==> config.mk <==
export PLATFORM = sky130hd
export DESIGN_NAME = smi_ctrl
export DESIGN_NICKNAME = d
export VERILOG_FILES = /design/src/rtl/smi_pkg.sv /design/src/rtl/smi_regs.sv /design/src/rtl/smi_status.sv /design/src/rtl/smi_idle_timer.sv /design/src/rtl/smi_ctrl.sv
export SDC_FILE = /design/constraint.sdc
export NUM_CORES = 1
export LEC_CHECK = 0
export BUFFER_PORTS_ARGS = -buffer_cell sky130_fd_sc_hd__buf_2
export CORE_MARGIN = 8
export CORE_UTILIZATION = 35
export CTS_BUF_LIST = sky130_fd_sc_hd__clkbuf_4
export CTS_CLUSTER_SIZE = 24
export DETAILED_ROUTE_END_ITERATION = 8
export PLACE_DENSITY_LB_ADDON = 0.25
export SLEW_MARGIN = 20
export SYNTH_ARGS = -nofsm -noshare
export SYNTH_HDL_FRONTEND = slang
export SYNTH_HIERARCHICAL = 1
export SYNTH_SLANG_ARGS = --single-unit
==> constraint.sdc <==
create_clock -name clk -period 2.36 [get_ports clk]
set_input_delay 0.118 -clock clk [delete_from_list [all_inputs] [get_ports clk]]
set_output_delay 0.118 -clock clk [all_outputs]
set_load 0.01 [all_outputs]
==> src/rtl/smi_pkg.sv <==
// Shared constants for the system management interrupt controller:
// register addresses and status source positions.
package smi_pkg;
    localparam int          REG_AW      = 3;
    localparam int          NSRC        = 8;
    localparam int          NIRQ        = 5;
    localparam int          SRC_TMR     = 5;
    localparam int          SRC_EXT     = 6;
    localparam int          SRC_SW      = 7;
    localparam int          BRK_LSB     = 16;
    localparam logic [2:0]  ADDR_CTRL   = 3'd0;
    localparam logic [2:0]  ADDR_SMIEN  = 3'd1;
    localparam logic [2:0]  ADDR_EVEN   = 3'd2;
    localparam logic [2:0]  ADDR_STAT   = 3'd3;
    localparam logic [2:0]  ADDR_RELOAD = 3'd4;
    localparam logic [2:0]  ADDR_COUNT  = 3'd5;
endpackage

==> src/rtl/smi_regs.sv <==
// Register file: control (gate, sleep), source enables, event enables,
// timer reload, plus the combinational read mux.
// Assumes ACT_W <= 16 and TMR_W <= 32; reads have no side effects.
module smi_regs
    import smi_pkg::*;
#(
    parameter int ACT_W      = 8,
    parameter int TMR_W      = 16,
    parameter int RELOAD_RST = 65535
) (
    input  logic              clk,
    input  logic              rst_n,
    input  logic              wr_i,
    input  logic [REG_AW-1:0] addr_i,
    input  logic [31:0]       wdata_i,
    output logic [31:0]       rdata_o,
    input  logic [NSRC-1:0]   status_i,
    input  logic [TMR_W-1:0]  count_i,
    input  logic              brk_hit_i,
    output logic              gate_o,
    output logic              sleep_o,
    output logic [NSRC-1:0]   smi_en_o,
    output logic [ACT_W-1:0]  sys_en_o,
    output logic [ACT_W-1:0]  brk_en_o,
    output logic [TMR_W-1:0]  reload_o,
    output logic              reload_wr_o,
    output logic [NSRC-1:0]   stat_clr_o
);
    logic unused_wdata;
    assign unused_wdata = ^wdata_i;

    // Write-strobe decode for the timer load and status clear.
    assign reload_wr_o = wr_i && (addr_i == ADDR_RELOAD);
    assign stat_clr_o  = (wr_i && (addr_i == ADDR_STAT)) ? wdata_i[NSRC-1:0] : '0;

    // Gate bit and enable registers.
    always_ff @(posedge clk) begin
        if (!rst_n) begin
            gate_o   <= 1'b0;
            smi_en_o <= '0;
            sys_en_o <= '0;
            brk_en_o <= '0;
            reload_o <= TMR_W'(RELOAD_RST);
        end else if (wr_i) begin
            case (addr_i)
                ADDR_CTRL:   gate_o   <= wdata_i[0];
                ADDR_SMIEN:  smi_en_o <= wdata_i[NSRC-1:0];
                ADDR_EVEN: begin
                    sys_en_o <= wdata_i[ACT_W-1:0];
                    brk_en_o <= wdata_i[BRK_LSB +: ACT_W];
                end
                ADDR_RELOAD: reload_o <= wdata_i[TMR_W-1:0];
                default: ;
            endcase
        end
    end

    // Sleep bit: a break event wakes, and wins over a software write.
    always_ff @(posedge clk) begin
        if (!rst_n)
            sleep_o <= 1'b0;
        else if (brk_hit_i)
            sleep_o <= 1'b0;
        else if (wr_i && (addr_i == ADDR_CTRL))
            sleep_o <= wdata_i[1];
    end

    // Read mux; unused and reserved bits return zero.
    always_comb begin
        rdata_o = '0;
        case (addr_i)
            ADDR_CTRL:   rdata_o[1:0] = {sleep_o, gate_o};
            ADDR_SMIEN:  rdata_o[NSRC-1:0] = smi_en_o;
            ADDR_EVEN: begin
                rdata_o[ACT_W-1:0]         = sys_en_o;
                rdata_o[BRK_LSB +: ACT_W]  = brk_en_o;
            end
            ADDR_STAT:   rdata_o[NSRC-1:0] = status_i;
            ADDR_RELOAD: rdata_o[TMR_W-1:0] = reload_o;
            ADDR_COUNT:  rdata_o[TMR_W-1:0] = count_i;
            default:     rdata_o = '0;
        endcase
    end
endmodule

==> src/rtl/smi_status.sv <==
// Event detection and sticky status. Interrupt lines record on a rising
// edge, the external pin on a falling edge, the software and timer sources
// on a one-cycle pulse. Inputs are assumed synchronous to clk.
module smi_status
    import smi_pkg::*;
(
    input  logic            clk,
    input  logic            rst_n,
    input  logic [NIRQ-1:0] irq_i,
    input  logic            ext_smi_n_i,
    input  logic            sw_trig_i,
    input  logic            tmr_exp_i,
    input  logic [NSRC-1:0] en_i,
    input  logic [NSRC-1:0] clr_i,
    output logic [NSRC-1:0] status_o
);
    logic [NIRQ-1:0] irq_q;
    logic            ext_q;
    logic [NSRC-1:0] ev;

    // Previous-cycle samples for edge detection.
    always_ff @(posedge clk) begin
        if (!rst_n) begin
            irq_q <= '0;
            ext_q <= 1'b1;
        end else begin
            irq_q <= irq_i;
            ext_q <= ext_smi_n_i;
        end
    end

    // Raw event vector in status bit order.
    always_comb begin
        ev[NIRQ-1:0] = irq_i & ~irq_q;
        ev[SRC_TMR]  = tmr_exp_i;
        ev[SRC_EXT]  = ext_q & ~ext_smi_n_i;
        ev[SRC_SW]   = sw_trig_i;
    end

    // One sticky bit per source; a new event beats a same-cycle clear.
    for (genvar i = 0; i < NSRC; i++) begin : g_bit
        always_ff @(posedge clk) begin
            if (!rst_n)
                status_o[i] <= 1'b0;
            else
                status_o[i] <= (status_o[i] & ~clr_i[i]) | (ev[i] & en_i[i]);
        end
    end
endmodule

==> src/rtl/smi_idle_timer.sv <==
// Inactivity down-counter. A load takes priority over counting; expiry
// pulses on the cycle the counter steps from 1 to 0, then it holds at 0.
module smi_idle_timer #(
    parameter int TMR_W      = 16,
    parameter int RELOAD_RST = 65535
) (
    input  logic             clk,
    input  logic             rst_n,
    input  logic             sw_load_i,
    input  logic [TMR_W-1:0] sw_val_i,
    input  logic             act_load_i,
    input  logic [TMR_W-1:0] reload_i,
    output logic [TMR_W-1:0] count_o,
    output logic             expire_o
);
    logic load;
    assign load     = sw_load_i | act_load_i;
    assign expire_o = !load && (count_o == TMR_W'(1));

    // Count down, reload on request, stop at zero.
    always_ff @(posedge clk) begin
        if (!rst_n)
            count_o <= TMR_W'(RELOAD_RST);
        else if (sw_load_i)
            count_o <= sw_val_i;
        else if (act_load_i)
            count_o <= reload_i;
        else if (count_o != '0)
            count_o <= count_o - 1'b1;
    end
endmodule

==> src/rtl/smi_ctrl.sv <==
// Top level: ties register file, status logic and idle timer together,
// and registers the active-low interrupt output.
module smi_ctrl
    import smi_pkg::*;
#(
    parameter int ACT_W      = 8,
    parameter int TMR_W      = 16,
    parameter int RELOAD_RST = 65535
) (
    input  logic              clk,
    input  logic              rst_n,
    input  logic [NIRQ-1:0]   irq_i,
    input  logic              ext_smi_n_i,
    input  logic              sw_trig_i,
    input  logic [ACT_W-1:0]  act_i,
    input  logic              bus_wr_i,
    input  logic [REG_AW-1:0] bus_addr_i,
    input  logic [31:0]       bus_wdata_i,
    output logic [31:0]       bus_rdata_o,
    output logic              smi_n_o,
    output logic              stpclk_n_o
);
    logic             gate, sleep, reload_wr, tmr_exp, brk_hit, sys_hit;
    logic [NSRC-1:0]  smi_en, stat_clr, status;
    logic [ACT_W-1:0] sys_en, brk_en;
    logic [TMR_W-1:0] reload, count;

    assign brk_hit    = |(act_i & brk_en);
    assign sys_hit    = |(act_i & sys_en);
    assign stpclk_n_o = ~sleep;

    smi_regs #(.ACT_W(ACT_W), .TMR_W(TMR_W), .RELOAD_RST(RELOAD_RST)) u_regs (
        .clk(clk), .rst_n(rst_n), .wr_i(bus_wr_i), .addr_i(bus_addr_i),
        .wdata_i(bus_wdata_i), .rdata_o(bus_rdata_o), .status_i(status),
        .count_i(count), .brk_hit_i(brk_hit), .gate_o(gate), .sleep_o(sleep),
        .smi_en_o(smi_en), .sys_en_o(sys_en), .brk_en_o(brk_en),
        .reload_o(reload), .reload_wr_o(reload_wr), .stat_clr_o(stat_clr)
    );

    smi_status u_status (
        .clk(clk), .rst_n(rst_n), .irq_i(irq_i), .ext_smi_n_i(ext_smi_n_i),
        .sw_trig_i(sw_trig_i), .tmr_exp_i(tmr_exp), .en_i(smi_en),
        .clr_i(stat_clr), .status_o(status)
    );

    smi_idle_timer #(.TMR_W(TMR_W), .RELOAD_RST(RELOAD_RST)) u_timer (
        .clk(clk), .rst_n(rst_n), .sw_load_i(reload_wr),
        .sw_val_i(bus_wdata_i[TMR_W-1:0]), .act_load_i(sys_hit),
        .reload_i(reload), .count_o(count), .expire_o(tmr_exp)
    );

    // Glitch-free output: gate AND any enabled pending source, registered.
    always_ff @(posedge clk) begin
        if (!rst_n)
            smi_n_o <= 1'b1;
        else
            smi_n_o <= ~(gate & |(status & smi_en));
    end
endmodule

# After elaboration in Yosys (flattened, before gate mapping)
# Index checks and enable logic that the tools add are counted.
[op_classes] add_sub_neg=1 eq_ne=6 muxes=8 bitwise_logic=44 reduce_logical=15
[ops] cell="$mux W16" count=3
[ops] cell="$pmux W6 S5" count=1
[ops] cell="$and A8 B8 Y8" count=3
[ops] cell="$and A1 B1 Y1" count=18
[ops] cell="$eq A16 B1 Y1 const B" count=1
[ops] cell="$mux W8" count=2
[ops] cell="$pmux W8 S2" count=1
[ops] cell="$reduce_bool A16 Y1" count=1
[ops] cell="$reduce_or A8 Y1" count=2
[ops] cell="$sub A16 B1 Y16 const B" count=1
[ops] cell="$not A1 Y1" count=12
[ops] cell="$pmux W2 S6" count=1
[ops] cell="$or A1 B1 Y1" count=9
[ops] cell="$reduce_or A9 Y1" count=1
[ops] cell="$reduce_and A2 Y1" count=4
[ops] cell="$eq A3 B2 Y1 const B" count=2
[ops] cell="$eq A3 B3 Y1 const B" count=2
[ops] cell="$and A5 B5 Y5" count=1
[ops] cell="$not A5 Y5" count=1
[ops] cell="$logic_and A1 B1 Y1" count=4
[ops] cell="$eq A3 B1 Y1 const B" count=1
[ops] cell="$logic_not A3 Y1" count=1
[ops] cell="$reduce_bool A3 Y1" count=1
[ops] cell="$logic_not A1 Y1" count=1
[totals] regBits=73 out_inout_bits=34 elab_cells=92

# Logic depth before layout (Yosys ltp)
# Gate-level depths: netlist of the first run.
[depth] word_depth=7 depth_mapped=11 ltp_nobuf=7

# Modules after synthesis
# Netlist of the first run, hierarchy kept.
[by_module_without_submodules] module="smi_regs" n_inst=1 cells_per_inst=272 area_each_um2=2298.5 seq_area_each_um2=840.8
[by_module_without_submodules] module="smi_idle_timer" n_inst=1 cells_per_inst=148 area_each_um2=1167.4 seq_area_each_um2=320.3
[by_module_without_submodules] module="smi_status" n_inst=1 cells_per_inst=46 area_each_um2=499.2 seq_area_each_um2=280.3
[by_module_without_submodules] module="smi_ctrl" n_inst=1 cells_per_inst=18 area_each_um2=140.1 seq_area_each_um2=20.0

# Worst setup path after synthesis of the first run
# OpenSTA, ideal clock, no wires.
[synth_timing] path_type="register to register" startpoint="register u_timer.count_o[0]" endpoint="register u_timer.count_o[12]" setup_time_ps=135 t_arrival_ps=1688 required_ps=2225 setup_slack_ps=536 path_stages_with_launch=8 path_buffers=1 cell_sequence="dfxtp_1 -> inv_1 -> ha_1 -> or3b_1 -> buf_2 -> nor4_1 -> mux2i_1 -> o31ai_1"
[synth_via] elab_chain_cells=4 word_cells_on_any_way=6 cone_classes="add/sub (1); mux (3); reduce/logical (2)"
[synth_rtl] item="from (decl)" line_no="smi_idle_timer.sv:13" text="output logic [TMR_W-1:0] count_o,"
[synth_rtl] item="from (signal assigned)" line_no="smi_idle_timer.sv:23" text="count_o <= TMR_W'(RELOAD_RST);"
[synth_rtl] item="from (signal assigned)" line_no="smi_idle_timer.sv:25" text="count_o <= sw_val_i;"
[synth_rtl] item="from (signal assigned)" line_no="smi_idle_timer.sv:27" text="count_o <= reload_i;"
[synth_rtl] item="$sub A16 B1 Y16" line_no="smi_idle_timer.sv:29" text="count_o <= count_o - 1'b1;"
[synth_rtl] item="$mux W16" line_no="smi_idle_timer.sv:28" text="else if (count_o != '0)"
[synth_rtl] item="$mux W16" line_no="smi_idle_timer.sv:26" text="else if (act_load_i)"
[synth_rtl] item="$mux W16" line_no="smi_idle_timer.sv:24" text="else if (sw_load_i)"
# Parallel ways exist; a longest one is shown, timed or not. The select of a mux whose other input is x is not followed.
# A chain may end at the register's enable or synchronous reset.

# Worst setup path after layout of the first run
[layout_timing] startpoint="register u_regs.sys_en_o[0]" endpoint="register u_timer.count_o[13]"
[layout_via] elab_chain_cells=4 word_cells_on_any_way=5 cone_classes="mux (2); bitwise (1); reduce/logical (2)"
[layout_rtl] item="from (decl)" line_no="smi_regs.sv:23" text="output logic [ACT_W-1:0] sys_en_o,"
[layout_rtl] item="from (signal assigned)" line_no="smi_regs.sv:49" text="sys_en_o <= wdata_i[ACT_W-1:0];"
[layout_rtl] item="$and A8 B8 Y8 *" line_no="smi_ctrl.sv:29" text="assign sys_hit = |(act_i & sys_en);"
[layout_rtl] item="$reduce_or A8 Y1 *" line_no="smi_ctrl.sv:29"
[layout_rtl] item="named net sys_hit" line_no="smi_ctrl.sv:23" text="logic gate, sleep, reload_wr, tmr_exp, brk_hit, sys_hit;"
[layout_rtl] item="$mux W16" line_no="smi_idle_timer.sv:26"
[layout_rtl] item="$mux W16" line_no="smi_idle_timer.sv:24"
# Mark *: on every way through the listed nets, which the timed path passes. The rest lies on a longest branch.

==> results of run 1 <==
## layer usage
layer / up-vias / wire [µm] / part of all wire, % / track usage (%)
met2: 122 / 5670 / 46 / 23.7
li1: 1889 / - / - / -
met4: 0 / 269 / 2.2 / 7.44
met1: 1823 / 5750 / 46 / 20.0
met5: - / 0 / 0 / 0
met3: 14 / 680 / 5.5 / 3.45
## synthesized netlist by cell type, types with 2 or more instances
master / instances / area, µm²
ha_1: 2 / 25.0
mux2i_1: 30 / 300
nor2_1: 16 / 60.1
and2_1: 21 / 131
buf_4: 16 / 120
nor2b_2: 2 / 17.5
inv_1: 6 / 22.5
nand4bb_1: 2 / 22.5
nor2b_1: 13 / 81.3
or4_1: 4 / 30.0
xnor2_1: 3 / 26.3
buf_6: 7 / 78.8
or3_1: 6 / 37.5
mux2_2: 6 / 67.6
o31a_1: 2 / 17.5
nand3b_1: 8 / 60.1
nand2_1: 87 / 327
buf_2: 9 / 45.0
nand2b_1: 11 / 68.8
o221ai_1: 6 / 52.6
nor4_1: 8 / 50.1
nor3b_1: 2 / 15.0
a22oi_1: 17 / 128
clkbuf_1: 9 / 33.8
o211ai_1: 5 / 37.5
o31ai_1: 10 / 75.1
o22ai_1: 5 / 31.3
or2_2: 3 / 18.8
a21boi_1: 11 / 82.6
nand4_1: 3 / 18.8
o311ai_0: 3 / 26.3
nor3_1: 6 / 30.0
and4_1: 2 / 17.5
and4bb_1: 2 / 25.0
o21ai_0: 7 / 35.0
nand3_1: 23 / 115
a221oi_1: 3 / 26.3
a21boi_0: 6 / 45.0
dfxtp_1: 73 / 1460
nand4b_1: 6 / 52.6
## worst max-delay path, stage by stage, from the launching register on
cell and delay, ps:
dfxtp_1 350, a22oi_1 220, nand4_1 180, nor4_1 390, nand4_1 310, o32ai_1 400
o21ba_2 200
## registers in the layout, summed over array words and instances, names as in the netlist
name / flops
u_status/status_o: 8
u_timer/count_o: 16
u_regs/gate_o: 1
u_regs/sys_en_o: 8
u_status/irq_q: 5
u_regs/sleep_o: 1
u_regs/reload_o: 16
smi_n_o: 1
u_regs/brk_en_o: 8
u_regs/smi_en_o: 8
u_status/ext_q: 1
## cell type report
cell class              count  area, µm²
flip-flops and latches     73       1460
multi-input cells         368       2360
repair buffers            112        746
clock buffers               9       67.6
diodes                      1       2.50
well taps                 143        179
fillers                  1193       6510
inverters                   8       32.5
clock inverters             7       61.3
## kinds of logic (layout without fill, tap and decap cells)
kind of cell / after synthesis / after routing
other: 1 / 9
AOI/OAI and AO/OA: 88 / 88
buffers and inverters: 50 / 136
xor gates and xnor gates: 4 / 4
muxes: 36 / 36
and+or+nand+nor: 230 / 230
adders and majority gates: 2 / 2
DFF: 73 / 73
## worst min-delay path by stage
stage                           start             end  cells after the start
after floorplan           ext_smi_n_i  u_status/ext_q                      1
after global placement    ext_smi_n_i  u_status/ext_q                      2
after detailed placement  ext_smi_n_i  u_status/ext_q                      2
after CTS                    act_i[1]  u_regs/sleep_o                      4
after global routing         act_i[5]  u_regs/sleep_o                      4
final                        act_i[1]  u_regs/sleep_o                      4
## power breakdown
part | switching [mW] | total, mW | internal, mW | leakage [nW]
logic | 0.215 | 0.405 | 0.191 | 1.33
clock network | 0.472 | 0.783 | 0.310 | 0.0645
registers | 0.0485 | 1.33 | 1.28 | 0.595
total | 0.736 | 2.51 | 1.78 | 1.98
==> flow_metrics.env, run 1 <==
export IMPL_status="finished clean"
export IMPL_cap_violations=0
export IMPL_drive_gt1_share_pct=18.9
export IMPL_cts_made_buffers=9
export IMPL_r2r_cells=6
export IMPL_root_buffer="clkbuf_4"
export IMPL_async_flop_share_pct=0
export IMPL_max_slew_margin_rel_pct=56.8
export IMPL_rrSetupSlack_ps=220
export IMPL_pin_count=87
export IMPL_final_common_cell="nand2_1"
export IMPL_fin_hold_ws_ps=31.6
export IMPL_drt_wl_total_um=12400
export IMPL_drt_iter0_drc=259
export IMPL_avgRoutedWirePerCell_um=17.2
export IMPL_setup_tns_ps=0
export IMPL_clock_latency_ps=440
export IMPL_reg2reg_from="u_regs/sys_en_o[0]"
export IMPL_post_route_util_pct=43.0
export IMPL_arrival_ps=2480
export IMPL_clock_sinks=73
export IMPL_finalHoldViolCount=0
export IMPL_postRouteAntennaNets=0
export IMPL_clk_pin_slew_ps=130
export IMPL_critPathCaptureType="flop"
export IMPL_cts_resized=0
export IMPL_via_per_inst=5.34
export IMPL_placed_cell_area_um2=4450
export IMPL_ys_types=63
export IMPL_grt_pass1_vias=3876
export IMPL_avgSynthCellArea_um2=8.48
export IMPL_yosysWarnings=6
export IMPL_startpoint_type="flop"
export IMPL_synth_compound_area_share_pct=16.2
export IMPL_power_density_nw_per_um2=512
export IMPL_start_util_pct=36.0
export IMPL_antenna_found_initial=1
export IMPL_synth_top_family_by_area="simple AND/OR/NAND/NOR gates"
export IMPL_critPathKind="flop to flop"
export IMPL_ir_drop_uv=234
export IMPL_crit_path_end="u_timer/count_o[13]"
export IMPL_synth_area_um2=4110
export IMPL_synthAdderAreaFrac_pct=0.610
export IMPL_grt_usage_pct=15.5
export IMPL_die_w_um=124
export IMPL_grt_max_degree=35
export IMPL_num_vias=3848
export IMPL_crit_fanout=5
export IMPL_firstDrtPassIters=5
export IMPL_cts_max_level=3
export IMPL_synthFlopType="dfxtp_1"
export IMPL_dp_slack_ps=271
export IMPL_ctsHoldBuffers=32
export IMPL_synthToLayoutAreaGrowth_pct=19.5
export IMPL_final_cell_mix="87 x nand2_1, 73 x dfxtp_1, 70 x buf_2, 32 x dlygate4sd3_1, 30 x mux2i_1"
export IMPL_p_total_mw=2.51
export IMPL_fin_skew_ps=13.6
export IMPL_cts_tree="done"
export IMPL_synth_mux_area_share_pct=8.96
export IMPL_coreArea_um2=11400
export IMPL_crit_required_ps=2700
export IMPL_reg2reg_to="u_timer/count_o[13]"
export IMPL_dieArea_um2=15500
export IMPL_die_h_um=124
export IMPL_synth_edff_count=0
export IMPL_ys_ff_latch=73
export IMPL_synth_seq_area_share_pct=35.6
export IMPL_fin_nets=627
export IMPL_num_rows=39
export IMPL_synth_xor_area_share_pct=0.853
export IMPL_synthSimpleGateAreaFrac_pct=30.0
export IMPL_hold_class="primary input to flop"
export IMPL_drc_errors=0
export IMPL_rsz0062_at_grt="false"
export IMPL_fin_ws_ps=216
export IMPL_setup_viol=0
export IMPL_maxSlewViolCount=0
export IMPL_dp_hpwl_um=8720
export IMPL_cts_buffer_depth=2
export IMPL_finalCritPeriodShare_pct=90.9
export IMPL_gp_congestion=0.805
export IMPL_final_cells=721
export IMPL_worstMarginPinSlew_ps=648
export IMPL_postCtsSetupBuffers=0
export IMPL_p_leak_nw=1.98
export IMPL_synth_cells=484
export IMPL_startpoint="u_regs/sys_en_o[0]"
export IMPL_grt_ovfl_total=0
export IMPL_grt_pass1_wl_um=19800
export IMPL_post_route_min_period_ps=2140
export IMPL_place_inst=672
export IMPL_final_area_um2=4910
export IMPL_max_freq_mhz=466
export IMPL_numPortBuffers=70
Note: power is estimated with default switching activity, not from simulation.
==> run 2, diff against run 1 <==
==> constraint.sdc (replaced) <==
create_clock -name clk -period 2.58 [get_ports clk]
set_input_delay 0.129 -clock clk [delete_from_list [all_inputs] [get_ports clk]]
set_output_delay 0.129 -clock clk [all_outputs]
set_load 0.01 [all_outputs]
==> run 2 against run 1 <==
Compared with the run above:
- register-to-register slack better by 220 ps
- combinational power fell by 8.9%
- fmax decreased by 0.16%
- first-iteration DRC count rose by 19%
- wire length down 0.99%
- design area about the same
- count of clock-buffer cells in the layout grew 1
- power decreased by 4.3%
- sequential power down 9%
- non-clock buffer count fell by 3
- critical path depth unchanged
==> flow_metrics.env, run 2 (synthesis gave the netlist of run 1 again) <==
export IMPL_status="finished clean"
export IMPL_top_regs="u_regs/reload_o (16), u_timer/count_o (16)"
export IMPL_cap_violations=0
export IMPL_postRouteAntennaNets=0
export IMPL_cts_max_level=3
export IMPL_path_delay_family="simple AND/OR/NAND/NOR gates"
export IMPL_arrival_ps=2530
export IMPL_crit_cells=6
export IMPL_final_cell_mix="87 x nand2_1, 73 x dfxtp_1, 70 x buf_2, 31 x dlygate4sd3_1, 30 x mux2i_1"
export IMPL_crit_fanout=13
export IMPL_p_leak_nw=1.98
export IMPL_max_slew_margin_rel_pct=52.0
export IMPL_fin_ws_ps=432
export IMPL_drt_wl_total_um=12200
export IMPL_drt_iter0_drc=307
export IMPL_antenna_found_initial=0
export IMPL_top_layer="met4"
export IMPL_hold_class="primary input to flop"
export IMPL_met3_length_um=621
export IMPL_rsz0062_at_grt="false"
export IMPL_ir_drop_uv=264
export IMPL_r2r_cells=6
export IMPL_fin_hold_ws_ps=28.3
export IMPL_crit_chain="inv_1, ha_1, or3b_1, or4_1, a31o_1, o21ai_2"
export IMPL_power_density_nw_per_um2=490
export IMPL_min_path_cells=4
export IMPL_wl_met2_um=5640
export IMPL_final_area_um2=4910
export IMPL_grt_pass1_vias=3727
export IMPL_cts_buffer_depth=2
export IMPL_final_cells=717
export IMPL_fin_nets=624
export IMPL_crit_buf_inv=1
export IMPL_drive_gt1_share_pct=18.8
export IMPL_finalHoldViolCount=0
export IMPL_setup_tns_ps=0
export IMPL_place_inst=670
export IMPL_startpoint_type="flop"
export IMPL_die_h_um=124
export IMPL_crit_required_ps=2960
export IMPL_avgRoutedWirePerCell_um=17.1
export IMPL_worstMarginPinSlew_ps=716
export IMPL_final_common_cell="nand2_1"
export IMPL_cts_tree="done"
export IMPL_finalCritPeriodShare_pct=83.2
export IMPL_via_per_inst=5.25
export IMPL_n_antenna_cell=0
export IMPL_clk_pin_slew_ps=120
export IMPL_post_route_util_pct=43.0
export IMPL_firstDrtPassIters=4
export IMPL_cp_slowest_stage_delay_ps=570
export IMPL_postCtsSetupBuffers=0
export IMPL_drc_errors=0
export IMPL_numPortBuffers=70
export IMPL_gp_congestion=0.783
export IMPL_post_route_min_period_ps=2150
export IMPL_die_w_um=124
export IMPL_startpoint="u_timer/count_o[0]"
export IMPL_grt_ovfl_total=0
export IMPL_grt_max_degree=37
export IMPL_placed_cell_area_um2=4440
export IMPL_setup_viol=0
export IMPL_dp_hpwl_um=8610
export IMPL_p_total_mw=2.41
export IMPL_critPathCaptureType="flop"
export IMPL_met1_length_um=5820
export IMPL_max_freq_mhz=466
export IMPL_slowest_stage="or3b_1"
export IMPL_num_vias=3762
export IMPL_grt_pass1_wl_um=19500
export IMPL_clock_latency_ps=440
export IMPL_dp_slack_ps=475
export IMPL_maxSlewViolCount=0
export IMPL_synthToLayoutAreaGrowth_pct=19.5
export IMPL_cts_made_buffers=9
export IMPL_dieArea_um2=15500
export IMPL_coreArea_um2=11400
export IMPL_grt_usage_pct=15.2
export IMPL_clock_sinks=73
export IMPL_reg2reg_from="u_timer/count_o[0]"
export IMPL_critPathKind="flop to flop"
export IMPL_root_buffer="clkbuf_4"
export IMPL_worstHoldStart="act_i[7]"
export IMPL_pin_count=87
export IMPL_fin_skew_ps=13.3
export IMPL_start_util_pct=36.0
export IMPL_num_rows=39
-- run 2: power breakdown --
part / switching [mW] / leakage, nW / internal [mW]
clock: 0.427 / 0.0777 / 0.397
sequential: 0.0443 / 0.595 / 1.17
combinational: 0.197 / 1.31 / 0.172
-- run 2: worst paths after layout --
check | end | slack, ps
min | u_regs/sleep_o | 30
max | u_timer/count_o[10] | 430
max reg2reg | u_timer/count_o[10] | 430
min reg2reg | u_status/status_o[6] | 470
-- run 2: repair_timing --
| item | 4_1_cts | 5_1_grt |
|---|---|---|
| hold buffers | 31 | 0 |
| gates resized for setup | 0 | 0 |
| endpoints found under the hold margin | 43 | 0 |
-- run 2: layer usage --
layer  vias to the layer above  track usage, %
met1                      1774            19.8
met4                         0            4.89
met2                        94            24.2
li1                       1885               -
met3                         9            3.49
met5                         -               0
-- run 2: cell type report --
class                   instances  area, µm²
flip-flops and latches         73       1460
repair buffers                109        721
well taps                     143        179
clock buffers                  10       75.1
inverters                       8       32.5
multi-input cells             368       2360
clock inverters                 6       82.6
fillers                      1171       6510
-- run 2: worst min-delay path, cell delays in order --
cell,delay (ps)
buf_2,100
a22oi_1,70
nand4_1,90
nor3b_1,50
==> run 3, diff against run 2 <==
==> constraint.sdc (replaced) <==
create_clock -name clk -period 1.8 [get_ports clk]
set_input_delay 0.09 -clock clk [delete_from_list [all_inputs] [get_ports clk]]
set_output_delay 0.09 -clock clk [all_outputs]
set_load 0.01 [all_outputs]
==> run 3 against run 2 <==
Compared with the run above:
- setup slack lost 560 ps
- global-route usage increased by 1.3 points
- critical path type unchanged
- register-to-register slack worse by 560 ps
- critical path depth increased by 1
- critical endpoint is now u_timer/count_o[13]
- the run now ends with negative setup slack left
- utilization grew 5.1 points
- clock power up 32%
- fmax is 12% higher
- sequential share of layout area down 2.9 points
==> flow_metrics.env, run 3 (synthesis gave the netlist of run 1 again) <==
export IMPL_status="finished, violations left"
export IMPL_violations="negative setup slack"
export IMPL_placed_cell_area_um2=4760
export IMPL_crit_required_ps=2140
export IMPL_post_route_util_pct=48.0
export IMPL_avgRoutedWirePerCell_um=17.6
export IMPL_p_total_mw=3.50
export IMPL_setup_viol=12
export IMPL_final_area_um2=5480
export IMPL_arrival_ps=2260
export IMPL_grt_pass1_vias=4061
export IMPL_critPathKind="flop to flop"
export IMPL_min_path_cells=4
export IMPL_postRouteAntennaNets=0
export IMPL_antenna_found_initial=0
export IMPL_grt_usage_pct=16.5
export IMPL_cap_violations=0
export IMPL_clk_pin_slew_ps=140
export IMPL_drive_gt1_share_pct=29.9
export IMPL_final_cells=768
export IMPL_power_density_nw_per_um2=638
export IMPL_die_h_um=124
export IMPL_clock_sinks=73
export IMPL_maxSlewViolCount=0
export IMPL_top_regs="u_regs/reload_o (16), u_timer/count_o (16)"
export IMPL_dp_hpwl_um=9370
export IMPL_final_common_cell="nand2_1"
export IMPL_max_freq_mhz=519
export IMPL_regArea_um2=1470
export IMPL_numPortBuffers=70
export IMPL_cts_max_level=3
export IMPL_multi_input_area_um2=2510
export IMPL_via_per_inst=5.35
export IMPL_gp_congestion=0.829
export IMPL_grtUsageMet1_pct=21.2
export IMPL_grt_pass1_wl_um=21200
export IMPL_drt_iter0_drc=292
export IMPL_n_antenna_cell=0
export IMPL_setup_tns_ps=-434
export IMPL_firstDrtPassIters=5
export IMPL_critPathCaptureType="flop"
export IMPL_path_common_cell="nand4_1"
export IMPL_cts_tree="done"
export IMPL_fin_nets=675
export IMPL_use_met3_pct=2.85
export IMPL_worstMarginPinSlew_ps=618
export IMPL_fin_skew_ps=24.5
export IMPL_root_buffer="clkbuf_4"
export IMPL_cts_buffer_depth=2
export IMPL_drc_errors=0
export IMPL_grt_ovfl_total=0
export IMPL_post_route_min_period_ps=1930
export IMPL_nFillCells=1119
export IMPL_clock_latency_ps=440
export IMPL_met2_usage_pct=26.5
export IMPL_ir_drop_uv=239
export IMPL_num_vias=4108
export IMPL_pin_count=87
export IMPL_dieArea_um2=15500
export IMPL_final_cell_mix="87 x nand2_1, 70 x buf_2, 66 x dfxtp_1, 52 x buf_4, 36 x dlygate4sd3_1"
export IMPL_max_slew_margin_rel_pct=58.8
export IMPL_start_util_pct=36.0
export IMPL_die_w_um=124
export IMPL_coreArea_um2=11400
export IMPL_finalCritPeriodShare_pct=107
export IMPL_place_inst=710
export IMPL_grt_max_degree=36
export IMPL_crit_chain="a22oi_2, nand4_1, nor4_2, nand4_1, buf_4, o32ai_2, o21ba_2"
export IMPL_fin_ws_ps=-125
export IMPL_drt_wl_total_um=13500
export IMPL_synthToLayoutAreaGrowth_pct=33.6
export IMPL_hold_class="primary input to flop"
export IMPL_cts_made_buffers=9
export IMPL_num_rows=39
export IMPL_grt_busiest_layer="met2"
export IMPL_slowest_stage="dfxtp_2"
export IMPL_cp_slowest_stage_delay_ps=350
export IMPL_crit_fanout=4
export IMPL_startpoint_type="flop"
export IMPL_p_leak_nw=2.28
export IMPL_finalHoldViolCount=0
export IMPL_rsz0062_at_grt="true"
export IMPL_r2r_cells=7
==> run 3: cell types whose count changed in the layout (fill, tap and decap cells not counted), sizes merged <==
cell         change
buf             +46
dlygate4sd3      +5
inv              +2
bufinv           -1
clkinv           -1
==> run 3: per-stage QoR <==
stage	hold WS, ps	worst slack (ps)
final	45.3	-125
after global routing	18.8	-215
after CTS	11.8	-42.1
after detailed placement	291	-154
after global placement	285	-124
after floorplan	191	11.3
==> run 3: routing by layer <==
layer	up-vias	part of all wire, %
met5	-	0
met4	0	2.3
met3	20	5.2
met2	127	47
met1	1975	46
li1	1986	-
==> run 3: worst max-delay path, delay by kind of cell, from the launching register on <==
family                 cells  cell delay (ps)
AO/OA/AOI/OAI              3              590
buffers and inverters      1              210
flip-flops                 1              350
AND/OR/NAND/NOR            3              680
==> run 3: final cells by class <==
cell class | count | share of cell area [%]
timing repair buffer | 160 | 20.8
sequential | 73 | 26.9
clock inverter | 6 | 1.21
clock buffer | 10 | 1.37
inverter | 8 | 0.639
tap | 143 | 3.26
multi-input combinational | 368 | 45.9
==> run 3: timing repair <==
item                                    4_1_cts  5_1_grt
pin swaps                                     7        8
resized for setup                            18       31
setup buffers                                 1        5
endpoints found under the hold margin        52        0
hold buffers                                 36        0
endpoints found under the setup margin       16       18
==> run 3: path summary, 6_finish.rpt <==
check / start / end / slack (ps)
setup / recovery: u_regs/sys_en_o[2] / u_timer/count_o[13] / -130
hold / removal: act_i[4] / u_regs/sleep_o / 50
setup reg to reg: u_regs/sys_en_o[2] / u_timer/count_o[13] / -130
hold reg to reg: u_status/ext_q / u_status/status_o[6] / 480
==> run 3: power by group <==
part           switching [mW]  internal, mW  total (mW)
combinational           0.339         0.340       0.679
clock                   0.643         0.444        1.09
sequential             0.0561          1.68        1.73
